`src/rtl/seq_pkg.sv`:
```
package seq_pkg;

    typedef enum logic [2:0] {
        OP_SEQ  = 3'd0,
        OP_JMP  = 3'd1,
        OP_JC   = 3'd2,
        OP_JNC  = 3'd3,
        OP_JF   = 3'd4,
        OP_JNF  = 3'd5,
        OP_CALL = 3'd6,
        OP_RET  = 3'd7
    } seq_op_e;

    typedef enum logic [1:0] {
        ST_EMPTY = 2'd0,
        ST_FULL  = 2'd1,
        ST_TRAP  = 2'd2
    } stk_state_e;

    // Jump condition evaluation; non-jump codes report not taken.
    function automatic logic jump_taken(input seq_op_e o, input logic c, input logic f);
        logic t;
        unique case (o)
            OP_JMP:  t = 1'b1;
            OP_JC:   t = c;
            OP_JNC:  t = ~c;
            OP_JF:   t = f;
            OP_JNF:  t = ~f;
            default: t = 1'b0;
        endcase
        return t;
    endfunction

endpackage

```
`src/rtl/seq_stack_fsm.sv`:
```
module seq_stack_fsm
    import seq_pkg::*;
(
    input  logic       clk,
    input  logic       rst_n,
    input  logic       step,
    input  logic       is_call,
    input  logic       is_ret,
    output stk_state_e state,
    output logic       step_ok,
    output logic       fault,
    output logic       stack_full,
    output logic       rst_req
);

    stk_state_e state_q, state_d;

    // Next-state decision
    always_comb begin
        state_d = state_q;
        unique case (state_q)
            ST_EMPTY: begin
                if (step && is_call)     state_d = ST_FULL;
                else if (step && is_ret) state_d = ST_TRAP;
            end
            ST_FULL: begin
                if (step && is_call)     state_d = ST_TRAP;
                else if (step && is_ret) state_d = ST_EMPTY;
            end
            ST_TRAP:  state_d = ST_EMPTY;
            default:  state_d = ST_EMPTY;
        endcase
    end

    // State register
    always_ff @(posedge clk or negedge rst_n) begin
        if (!rst_n) state_q <= ST_EMPTY;
        else        state_q <= state_d;
    end

    // Outputs
    always_comb begin
        state      = state_q;
        stack_full = (state_q == ST_FULL);
        rst_req    = (state_q == ST_TRAP);
        step_ok    = step && (state_q != ST_TRAP);
        fault      = step && (((state_q == ST_FULL)  && is_call) ||
                              ((state_q == ST_EMPTY) && is_ret));
    end

    // reset request lasts a single cycle
    p_pulse_once_r6: assert property (@(posedge clk) disable iff (!rst_n)
        rst_req |=> !rst_req);

    // a fault always lands in the trap state
    p_fault_trap_r6: assert property (@(posedge clk) disable iff (!rst_n)
        fault |=> rst_req);

    // the trap state always leaves to the empty state
    p_trap_exit_r7: assert property (@(posedge clk) disable iff (!rst_n)
        (state_q == ST_TRAP) |=> (state_q == ST_EMPTY));

    // no step and no trap keeps the stack state
    p_idle_hold_r10: assert property (@(posedge clk) disable iff (!rst_n)
        (!step && state_q != ST_TRAP) |=> $stable(state_q));

endmodule

```
`src/rtl/seq_pc_unit.sv`:
```
module seq_pc_unit
    import seq_pkg::*;
#(
    parameter int PC_W = 10
) (
    input  logic            clk,
    input  logic            rst_n,
    input  logic            step_ok,
    input  logic            fault,
    input  seq_op_e         op,
    input  logic [PC_W-1:0] target,
    input  logic            ilen,
    input  logic            carry,
    input  logic            flag,
    input  logic [PC_W-1:0] ret_addr,
    output logic [PC_W-1:0] pc,
    output logic [PC_W-1:0] link
);

    localparam int LEN_PAD = PC_W - 2;

    logic [PC_W-1:0] pc_q, pc_d;
    logic [1:0]      len_bytes;

    always_comb begin
        len_bytes = ilen ? 2'd2 : 2'd1;
        link      = pc_q + {{LEN_PAD{1'b0}}, len_bytes};
    end

    always_comb begin
        pc_d = pc_q;
        if (fault) begin
            pc_d = '0;
        end else if (step_ok) begin
            unique case (op)
                OP_SEQ:  pc_d = link;
                OP_JMP, OP_JC, OP_JNC, OP_JF, OP_JNF:
                         pc_d = jump_taken(op, carry, flag) ? target : link;
                OP_CALL: pc_d = target;
                OP_RET:  pc_d = ret_addr;
                default: pc_d = link;
            endcase
        end
    end

    always_ff @(posedge clk or negedge rst_n) begin
        if (!rst_n) pc_q <= '0;
        else        pc_q <= pc_d;
    end

    assign pc = pc_q;

    // a sequential step advances by the length
    p_seq_adv_r2: assert property (@(posedge clk) disable iff (!rst_n)
        (step_ok && !fault && op == OP_SEQ) |=>
        (pc_q == $past(pc_q) + (($past(ilen)) ? PC_W'(2) : PC_W'(1))));

    // unconditional jump lands on its target
    p_jmp_r3: assert property (@(posedge clk) disable iff (!rst_n)
        (step_ok && op == OP_JMP) |=> (pc_q == $past(target)));

    // a fault sends the address to zero
    p_fault_zero_r6: assert property (@(posedge clk) disable iff (!rst_n)
        fault |=> (pc_q == '0));

    // no accepted step holds the address
    p_pc_hold_r10: assert property (@(posedge clk) disable iff (!rst_n)
        (!step_ok && !fault) |=> $stable(pc_q));

endmodule

```
`src/rtl/seq_ret_reg.sv`:
```
module seq_ret_reg #(
    parameter int PC_W   = 10,
    parameter int DATA_W = 8
) (
    input  logic              clk,
    input  logic              rst_n,
    input  logic              save,
    input  logic [PC_W-1:0]   link,
    input  logic              dm_wr,
    input  logic [DATA_W-1:0] dm_wdata,
    output logic [PC_W-1:0]   ret_addr,
    output logic [DATA_W-1:0] dm_rdata
);

    localparam int HI_W = PC_W - DATA_W;

    logic [PC_W-1:0] lnk_q;

    // No reset: contents survive reset and return.
    always_ff @(posedge clk) begin
        if (save)       lnk_q <= link;
        else if (dm_wr) lnk_q <= {{HI_W{1'b0}}, dm_wdata};
    end

    assign ret_addr = lnk_q;
    assign dm_rdata = lnk_q[DATA_W-1:0];

    // a data write shows up on the read port and clears the top bits
    p_dm_write_r9: assert property (@(posedge clk) disable iff (!rst_n)
        (dm_wr && !save) |=>
        (dm_rdata == $past(dm_wdata) && ret_addr[PC_W-1:DATA_W] == '0));

    // a save records the link address
    p_save_r4: assert property (@(posedge clk) disable iff (!rst_n)
        save |=> (ret_addr == $past(link)));

    // without save or write the register is untouched
    p_keep_r5: assert property (@(posedge clk) disable iff (!rst_n)
        (!save && !dm_wr) |=> $stable(lnk_q));

endmodule

```
`src/rtl/prog_seq.sv`:
```
module prog_seq
    import seq_pkg::*;
#(
    parameter int PC_W   = 10,
    parameter int DATA_W = 8
) (
    input  logic              clk,
    input  logic              rst_n,
    input  logic              step,
    input  logic [2:0]        op,
    input  logic [PC_W-1:0]   target,
    input  logic              ilen,
    input  logic              carry,
    input  logic              flag,
    input  logic              dm_wr,
    input  logic [DATA_W-1:0] dm_wdata,
    output logic [DATA_W-1:0] dm_rdata,
    output logic [PC_W-1:0]   pc,
    output logic              sys_rst_req
);

    seq_op_e         op_e;
    stk_state_e      stk_state;
    logic            is_call, is_ret;
    logic            step_ok, fault, stack_full, save;
    logic [PC_W-1:0] link, ret_addr;

    always_comb begin
        op_e    = seq_op_e'(op);
        is_call = (op_e == OP_CALL);
        is_ret  = (op_e == OP_RET);
        save    = step_ok && is_call && !stack_full;
    end

    seq_stack_fsm u_fsm (
        .clk        (clk),
        .rst_n      (rst_n),
        .step       (step),
        .is_call    (is_call),
        .is_ret     (is_ret),
        .state      (stk_state),
        .step_ok    (step_ok),
        .fault      (fault),
        .stack_full (stack_full),
        .rst_req    (sys_rst_req)
    );

    seq_pc_unit #(.PC_W(PC_W)) u_pc (
        .clk      (clk),
        .rst_n    (rst_n),
        .step_ok  (step_ok),
        .fault    (fault),
        .op       (op_e),
        .target   (target),
        .ilen     (ilen),
        .carry    (carry),
        .flag     (flag),
        .ret_addr (ret_addr),
        .pc       (pc),
        .link     (link)
    );

    seq_ret_reg #(.PC_W(PC_W), .DATA_W(DATA_W)) u_lnk (
        .clk      (clk),
        .rst_n    (rst_n),
        .save     (save),
        .link     (link),
        .dm_wr    (dm_wr),
        .dm_wdata (dm_wdata),
        .ret_addr (ret_addr),
        .dm_rdata (dm_rdata)
    );

    // call from empty jumps to target and fills the stack
    p_call_r4: assert property (@(posedge clk) disable iff (!rst_n)
        (step_ok && is_call && !stack_full) |=>
        (pc == $past(target) && stk_state == ST_FULL));

    // return from full restores the saved address
    p_ret_r5: assert property (@(posedge clk) disable iff (!rst_n)
        (step_ok && is_ret && stack_full) |=>
        (pc == $past(ret_addr) && stk_state == ST_EMPTY));

    // a step during the trap leaves the address at zero
    p_trap_ignore_r7: assert property (@(posedge clk) disable iff (!rst_n)
        sys_rst_req |=> (pc == '0));

    // reset request only follows a fault
    p_req_cause_r1: assert property (@(posedge clk) disable iff (!rst_n)
        $rose(sys_rst_req) |-> $past(fault));

endmodule

```
`config.mk`:
```
export PLATFORM = sky130hd
export DESIGN_NAME = prog_seq
export DESIGN_NICKNAME = d
export VERILOG_FILES = /design/src/rtl/seq_pkg.sv /design/src/rtl/seq_stack_fsm.sv /design/src/rtl/seq_pc_unit.sv /design/src/rtl/seq_ret_reg.sv /design/src/rtl/prog_seq.sv
export SDC_FILE = /design/constraint.sdc
export NUM_CORES = 1
export LEC_CHECK = 0
export ABC_CLOCK_PERIOD_IN_PS = 5300
export BUFFER_PORTS_ARGS = -buffer_cell sky130_fd_sc_hd__buf_4
export CORE_UTILIZATION = 40
export CTS_CLUSTER_SIZE = 28
export DETAILED_ROUTE_END_ITERATION = 8
export PLACE_DENSITY = 0.63
export SYNTH_ARGS = -nofsm -noshare
export SYNTH_HDL_FRONTEND = slang
export SYNTH_HIERARCHICAL = 1
export SYNTH_SLANG_ARGS = --single-unit
```
`constraint.sdc`:
```
create_clock -name clk -period 5.3 [get_ports clk]
set_input_delay 1.06 -clock clk [delete_from_list [all_inputs] [get_ports clk]]
set_output_delay 1.06 -clock clk [all_outputs]
set_load 0.01 [all_outputs]
```
==> results of run 1 <==
cells by family (layout without fill, tap and decap cells):
kind of cell / count (synthesis) / after routing / share of synthesized area
AOI/OAI and AO/OA: 25 / 25 / 0.120
adders and majority gates: 3 / 3 / 0.0293
and+or+nand+nor: 70 / 70 / 0.258
xor gates and xnor gates: 9 / 9 / 0.0561
buffers and inverters: 18 / 57 / 0.0700
muxes: 8 / 8 / 0.0757
DFF: 22 / 22 / 0.391
path summary, 6_finish.rpt:
check | endpoint | slack, ps | cells after the start
setup / recovery | u_lnk/ret_addr[1]$_DFFE_PP_ | 2390 | 6
hold / removal | u_pc/pc[0]$_DFFE_PN0P_ | 590 | 2
setup reg to reg | u_lnk/ret_addr[1]$_DFFE_PP_ | 2680 | 6
hold reg to reg | u_pc/pc[0]$_DFFE_PN0P_ | 590 | 2
max in group asynchronous | u_fsm/state[1]$_DFFE_PN0P_ | 4510 | 1
min in group asynchronous | u_pc/pc[4]$_DFFE_PN0P_ | 630 | 1
metrics by stage:
| stage | util | cell area (um^2) | hold WS, ps | total power, mW |
|---|---|---|---|---|
| finish | 0.523 | 1910 | 590 | 0.531 |
| global placement | 0.511 | 1870 | 565 | 0.424 |
| CTS | 0.523 | 1910 | 586 | 0.533 |
| detailed placement | 0.511 | 1870 | 569 | 0.427 |
| global route | 0.523 | 1910 | 628 | 0.564 |
| floorplan | - | 1540 | 544 | 0.349 |
flip-flops by register name, summed over array words and instances (netlist names):
signal and count:
u_lnk/ret_addr 10, u_pc/pc 10, u_fsm/state 2
metal layers:
metal  up-vias  routed length [um]  track usage
met5         -                   0            0
met4         0                  71       0.0824
met3         6                 219       0.0304
met2        60                1830        0.326
met1       628                1740        0.261
li1        625                   -            -
tightest hold or removal path, delay by kind of cell, from the launching register on:
family / cells / cell delay (ps)
flops: 1 / 410
simple gates: 2 / 140
power breakdown:
group | total [mW] | switching [mW] | leakage (nW) | internal, mW
Sequential | 0.236 | 0.0314 | 0.242 | 0.204
Clock | 0.106 | 0.0543 | 0.0231 | 0.0516
Combinational | 0.190 | 0.0945 | 0.586 | 0.0953
cell usage in the layout, fill, tap and decap left out, types with 2 or more instances in the layout:
cell type,n
buf_4,48
nand2_1,18
nor2_1,15
dfrtp_1,12
edfxtp_1,10
nor3_1,8
a21oi_1,7
mux2_4,7
xor2_1,7
a221oi_1,7
inv_1,5
clkbuf_8,3
nor2b_1,3
nand2b_1,3
and3_1,3
and3_2,2
o21ai_0,2
and2_2,2
nor2_2,2
nor3b_2,2
nand4b_1,2
a21bo_2,2
ha_1,2
area by class of cell:
| class | instances | share of cell area |
|---|---|---|
| Clock inverter | 1 | 0.00196 |
| Inverter | 5 | 0.00980 |
| Clock buffer | 3 | 0.0216 |
| Timing Repair Buffer | 48 | 0.188 |
| Tap cell | 48 | 0.0314 |
| Multi-Input combinational cell | 115 | 0.433 |
| Sequential cell | 22 | 0.314 |
==> reports/qor.yml, run 1 <==
clock_network:
  cts-root-buf: "clkbuf_8"
  tritoncts: "yes"
  cts_sinks: 22
  clkSlewWorstSetupHoldPaths_ps: 80
  cts_resized: 0
  clk_latency_ps: 260
  ctsHoldBuffers: 0
  clockBufferDepth: 2
  h-tree-depth: 1
  numCtsBuffers: 3
  postCtsSetupRepairBufs: 0
job:
  drv_cap: 0
timing:
  worst_slack_ps: 2390
  slew-limit-headroom: 0.353
  post-route-period-util: 0.550
  rsz0062_at_grt: "false"
  skew_ps: 1.51
  worst_pin_slew_ps: 971
  clock.fmax_mhz: 343
  min_period_ps: 2910
  hold_violations: 0
  setup_viol_count_final: 0
  fin_tns_setup_ps: 0
  maxSlewViolCount: 0
final_layout:
  final_cells: 242
  area_delta_synth_final_pct: 24.5
  ff_latch_area_um2: 601
  nFillCells: 354
  multi_input_area_um2: 830
  nNetsFinal: 226
  diodes: 0
  layout-drive-gt1-share: 0.392
worst_setup_path:
  cp.required_ps: 5210
  crit_slowest_cell: "nor4b_2"
  critPathMaxStageDelay_ps: 620
  startpoint_type: "primary input"
  cpLargestDelayFamily: "simple AND/OR/NAND/NOR gates"
  r2r_start: "u_fsm/state[0]$_DFFE_PN0P_"
  critPathKind: "in2reg"
  critPathCaptureType: "flip-flop"
  path_buf_inv: 3
  startpoint: "step"
  path_max_fanout: 21
  crit_path_frequent_cell: "buf_4"
  cp.arrival_ps: 2830
  path_cells: "buf_4 -> nor2b_1 -> buf_4 -> nor4b_2 -> buf_4 -> or2_1"
floorplanning:
  rows: 22
  die_width_um: 64
  core_area_um2: 3660
  die-area_um2: 4100
  ios: 47
  die_y_um: 64
  floorplan.initialDensity: 0.420
place:
  dp_cells: 238
  portBuffers: 46
  pre_cts_ws_ps: 2110
  post-dp-hpwl_um: 2960
  globalplace.congestion: 0.855
routing:
  post-route-drc-count: 0
  ant_nets: 0
  totalWireLength_um: 3870
  via_per_inst: 5.45
  vias: 1319
  drtIter0Drc: 63
  wl_per_cell_um: 16.0
  dr.pass1.iters: 4
synth:
  synth_edf_count: 10
  syn_area_um2: 1540
  ys_seq_area_frac: 0.391
  synth.most_common_cell: "nand2_1"
  synth_warnings: 6
  synth_area_leaders: "dfrtp_1, edfxtp_1, mux2_4"
  synth_seq_cells: 22
  synth_fp_nets: 186
  synth_top_cell_by_area: "dfrtp_1"
  synth_cell_types: 47
  syn_inst: 155
  synthArstFlopShare: 0.545
  synth_top_area_share: 0.195
  synth-main-ff-cell: "dfrtp_1"
  syn_area_per_cell_um2: 9.92
  yosys-top-cells-count: "nand2_1, nor2_1, dfrtp_1, edfxtp_1"
global_routing:
  antenna_found_initial: 0
  overflow: 0
  grt_first_pass_wirelength_um: 6200
  grt_usage: 0.199
  grt_max_degree: 22
  first_global_vias: 1277
power:
  power_density_nw_per_um2: 278
  cellLeakagePower_nw: 0.852
  ir_drop_uv: 150
outcome:
  status: "completed"
hold_path:
  hp-start: "u_pc/pc[0]$_DFFE_PN0P_"
  hold_class: "reg2reg"
Power figures use the tool's default switching activity.
==> run 2, diff against run 1 <==
Settings changed: ABC_AREA set to 1, ABC_CLOCK_PERIOD_IN_PS 5300 to 2380, PLACE_DENSITY 0.63 to 0.64.
Clock period 5.3 ns to 2.38 ns, I/O delays scaled along.
==> reports/qor.yml, run 2 <==
hold_path:
  hold_class: "in2async"
routing:
  vias: 1734  # +31%
  dr.pass1.iters: 4  # unchanged
  post-route-drc-count: 0  # unchanged
  wl_per_cell_um: 12.1  # -24%
  ant_nets: 0  # unchanged
  via_per_inst: 4.74  # -13%
  drtIter0Drc: 114  # +81%
  totalWireLength_um: 4450  # +15%
synth:
  synth_cell_types: 28  # -40%
  synth_top_cell_by_area: "nand2_1"
  synth_warnings: 6  # unchanged
  synth_edf_count: 10  # unchanged
  synth-main-ff-cell: "dfrtp_1"
  synthArstFlopShare: 0.545  # unchanged
  ys_seq_area_frac: 0.337  # -0.0535
  synth_seq_cells: 22  # unchanged
  yosys-top-cells-count: "nand2_1, inv_1, nand3_1, nor2_1, dfrtp_1"
  syn_area_um2: 1780  # +16%
  syn_inst: 273  # +76%
  synth.most_common_cell: "nand2_1"
  syn_area_per_cell_um2: 6.53  # -34%
  synth_fp_nets: 304  # +63%
  synth_area_leaders: "nand2_1, dfrtp_1, edfxtp_1"
  synth_top_area_share: 0.249  # +0.0533
clock_network:
  clockBufferDepth: 2  # unchanged
  tritoncts: "yes"
  numCtsBuffers: 3  # unchanged
  postCtsSetupRepairBufs: 0  # unchanged
  ctsHoldBuffers: 0  # unchanged
  h-tree-depth: 1  # unchanged
  cts_sinks: 22  # unchanged
  cts_resized: 0  # unchanged
  clkSlewWorstSetupHoldPaths_ps: 80  # about the same
  clk_latency_ps: 260  # about the same
  cts-root-buf: "clkbuf_8"
floorplanning:
  die-area_um2: 4730  # +15%
  core_area_um2: 4140  # +13%
  rows: 23  # +4.5%
  die_y_um: 68.7  # +7.4%
  ios: 47  # unchanged
  die_width_um: 68.7  # +7.4%
  floorplan.initialDensity: 0.430  # +0.00992
timing:
  rsz0062_at_grt: "false"
  hold_violations: 0  # unchanged
  clock.fmax_mhz: 496
  hold_ws_ps: 39.6  # -550 ps
  post-route-period-util: 0.848
  skew_ps: 2.18  # +0.671 ps
  worst_pin_slew_ps: 518  # -453 ps
  min_period_ps: 2020
  fin_tns_setup_ps: 0  # unchanged
  setup_viol_count_final: 0  # unchanged
  maxSlewViolCount: 0  # unchanged
  slew-limit-headroom: 0.654  # +0.302
worst_setup_path:
  startpoint_type: "primary input"
  critPathCaptureType: "flip-flop"
  cp.arrival_ps: 2050  # -780 ps
  cp.required_ps: 2410  # -2800 ps
  reg2reg_depth: 11  # +5
  critPathKind: "in2reg"
  path_max_fanout: 5  # -76%
final_layout:
  nNetsFinal: 348  # +54%
  diodes: 0  # unchanged
  ff_latch_area_um2: 601  # unchanged
  layout-drive-gt1-share: 0.231  # -0.161
  nFillCells: 451  # +27%
  design_area_um2: 2190  # +14%
  layout_common_cells: "nand2_1, buf_4, inv_1, nor2_1, nand3_1"
  area_delta_synth_final_pct: 22.8
  multi_input_area_um2: 952  # +15%
  layout_commonest_cell: "nand2_1"
job:
  drv_cap: 0  # unchanged
place:
  portBuffers: 46  # unchanged
  place_area_um2: 2130  # +14%
  post-dp-hpwl_um: 3440  # +16%
  globalplace.congestion: 0.818  # -4.3%
power:
  p_int_mw: 1.03  # +190%
  p_switching_mw: 0.770  # +330%
  power_frac_seq: 0.357  # -0.087
  power_density_nw_per_um2: 822  # +200%
  p_comb_frac: 0.490  # +0.133
  cellLeakagePower_nw: 1.23  # +44%
  ir_drop_uv: 441  # +190%
  sw_frac_of_total: 0.428  # +0.0891
  pwr-share-clk: 0.153  # -0.046
global_routing:
  first_global_vias: 1557  # +22%
  grt_first_pass_wirelength_um: 7000  # +13%
  antenna_found_initial: 0  # unchanged
  grt_usage: 0.203  # +0.00338
  grt_max_degree: 15  # -32%
  overflow: 0  # unchanged
outcome:
  status: "completed"
[run 2: kinds of logic after synthesis]
family,after synthesis,share of synthesized area
AND/OR/NAND/NOR,172,0.428
AO/OA/AOI/OAI,25,0.0766
adder cells (fa/ha/maj),3,0.0253
XOR/XNOR,1,0.00492
flip-flops,22,0.337
buffers and inverters,50,0.129
[run 2: worst paths after layout]
kind                                             start                     endpoint  slack [ps]
worst max-delay path                              ilen  u_lnk/ret_addr[6]$_DFFE_PP_         360
worst min register to register  u_pc/pc[9]$_DFFE_PN0P_       u_pc/pc[9]$_DFFE_PN0P_         530
worst max register to register  u_pc/pc[0]$_DFFE_PN0P_  u_lnk/ret_addr[6]$_DFFE_PP_         390
min in group clk                           dm_wdata[3]  u_lnk/ret_addr[3]$_DFFE_PP_         470
worst min-delay path                             rst_n       u_pc/pc[5]$_DFFE_PN0P_          40
max in group asynchronous                        rst_n       u_pc/pc[2]$_DFFE_PN0P_        2180
[run 2: per-stage QoR]
step / util / worst slack, ps / std cells / total power [mW]
after global placement: 0.515 / 138 / 362 / 1.53
after detailed placement: 0.515 / 90.4 / 362 / 1.53
final: 0.528 / 363 / 366 / 1.80
after global routing: 0.528 / 197 / 366 / 1.96
after floorplan: - / 379 / 273 / 1.18
after CTS: 0.528 / 369 / 366 / 1.81
[run 2: final cells by class]
type,instances,share of cell area
repair buffers,49,0.168
well taps,50,0.0286
inverters,40,0.0686
clock buffers,4,0.0252
flip-flops and latches,22,0.274
multi-input cells,201,0.435
[run 2: worst max-delay path: stages]
cell	delay [ps]
buf_4	110
inv_1	100
ha_1	210
inv_1	90
fa_1	400
inv_1	70
nand2_1	70
nor2_2	200
nand2_1	80
nand2_1	110
inv_1	50
nand2_1	60
nand2_1	50
[run 2: power groups by stage]
stage	clock network, mW	registers (mW)	logic, mW
finish	0.276	0.642	0.881
global route	0.294	0.664	1.00
CTS	0.282	0.643	0.889
detailed placement	0	0.651	0.883
global placement	0	0.647	0.878
floorplan	0	0.665	0.519
[run 2: per-layer routing]
metal	up-vias	track usage	part of all wire
li1	919	-	-
met1	760	0.259	0.45
met2	53	0.363	0.49
met3	2	0.0345	0.053
met4	0	0.0306	0.0038
met5	-	0	0
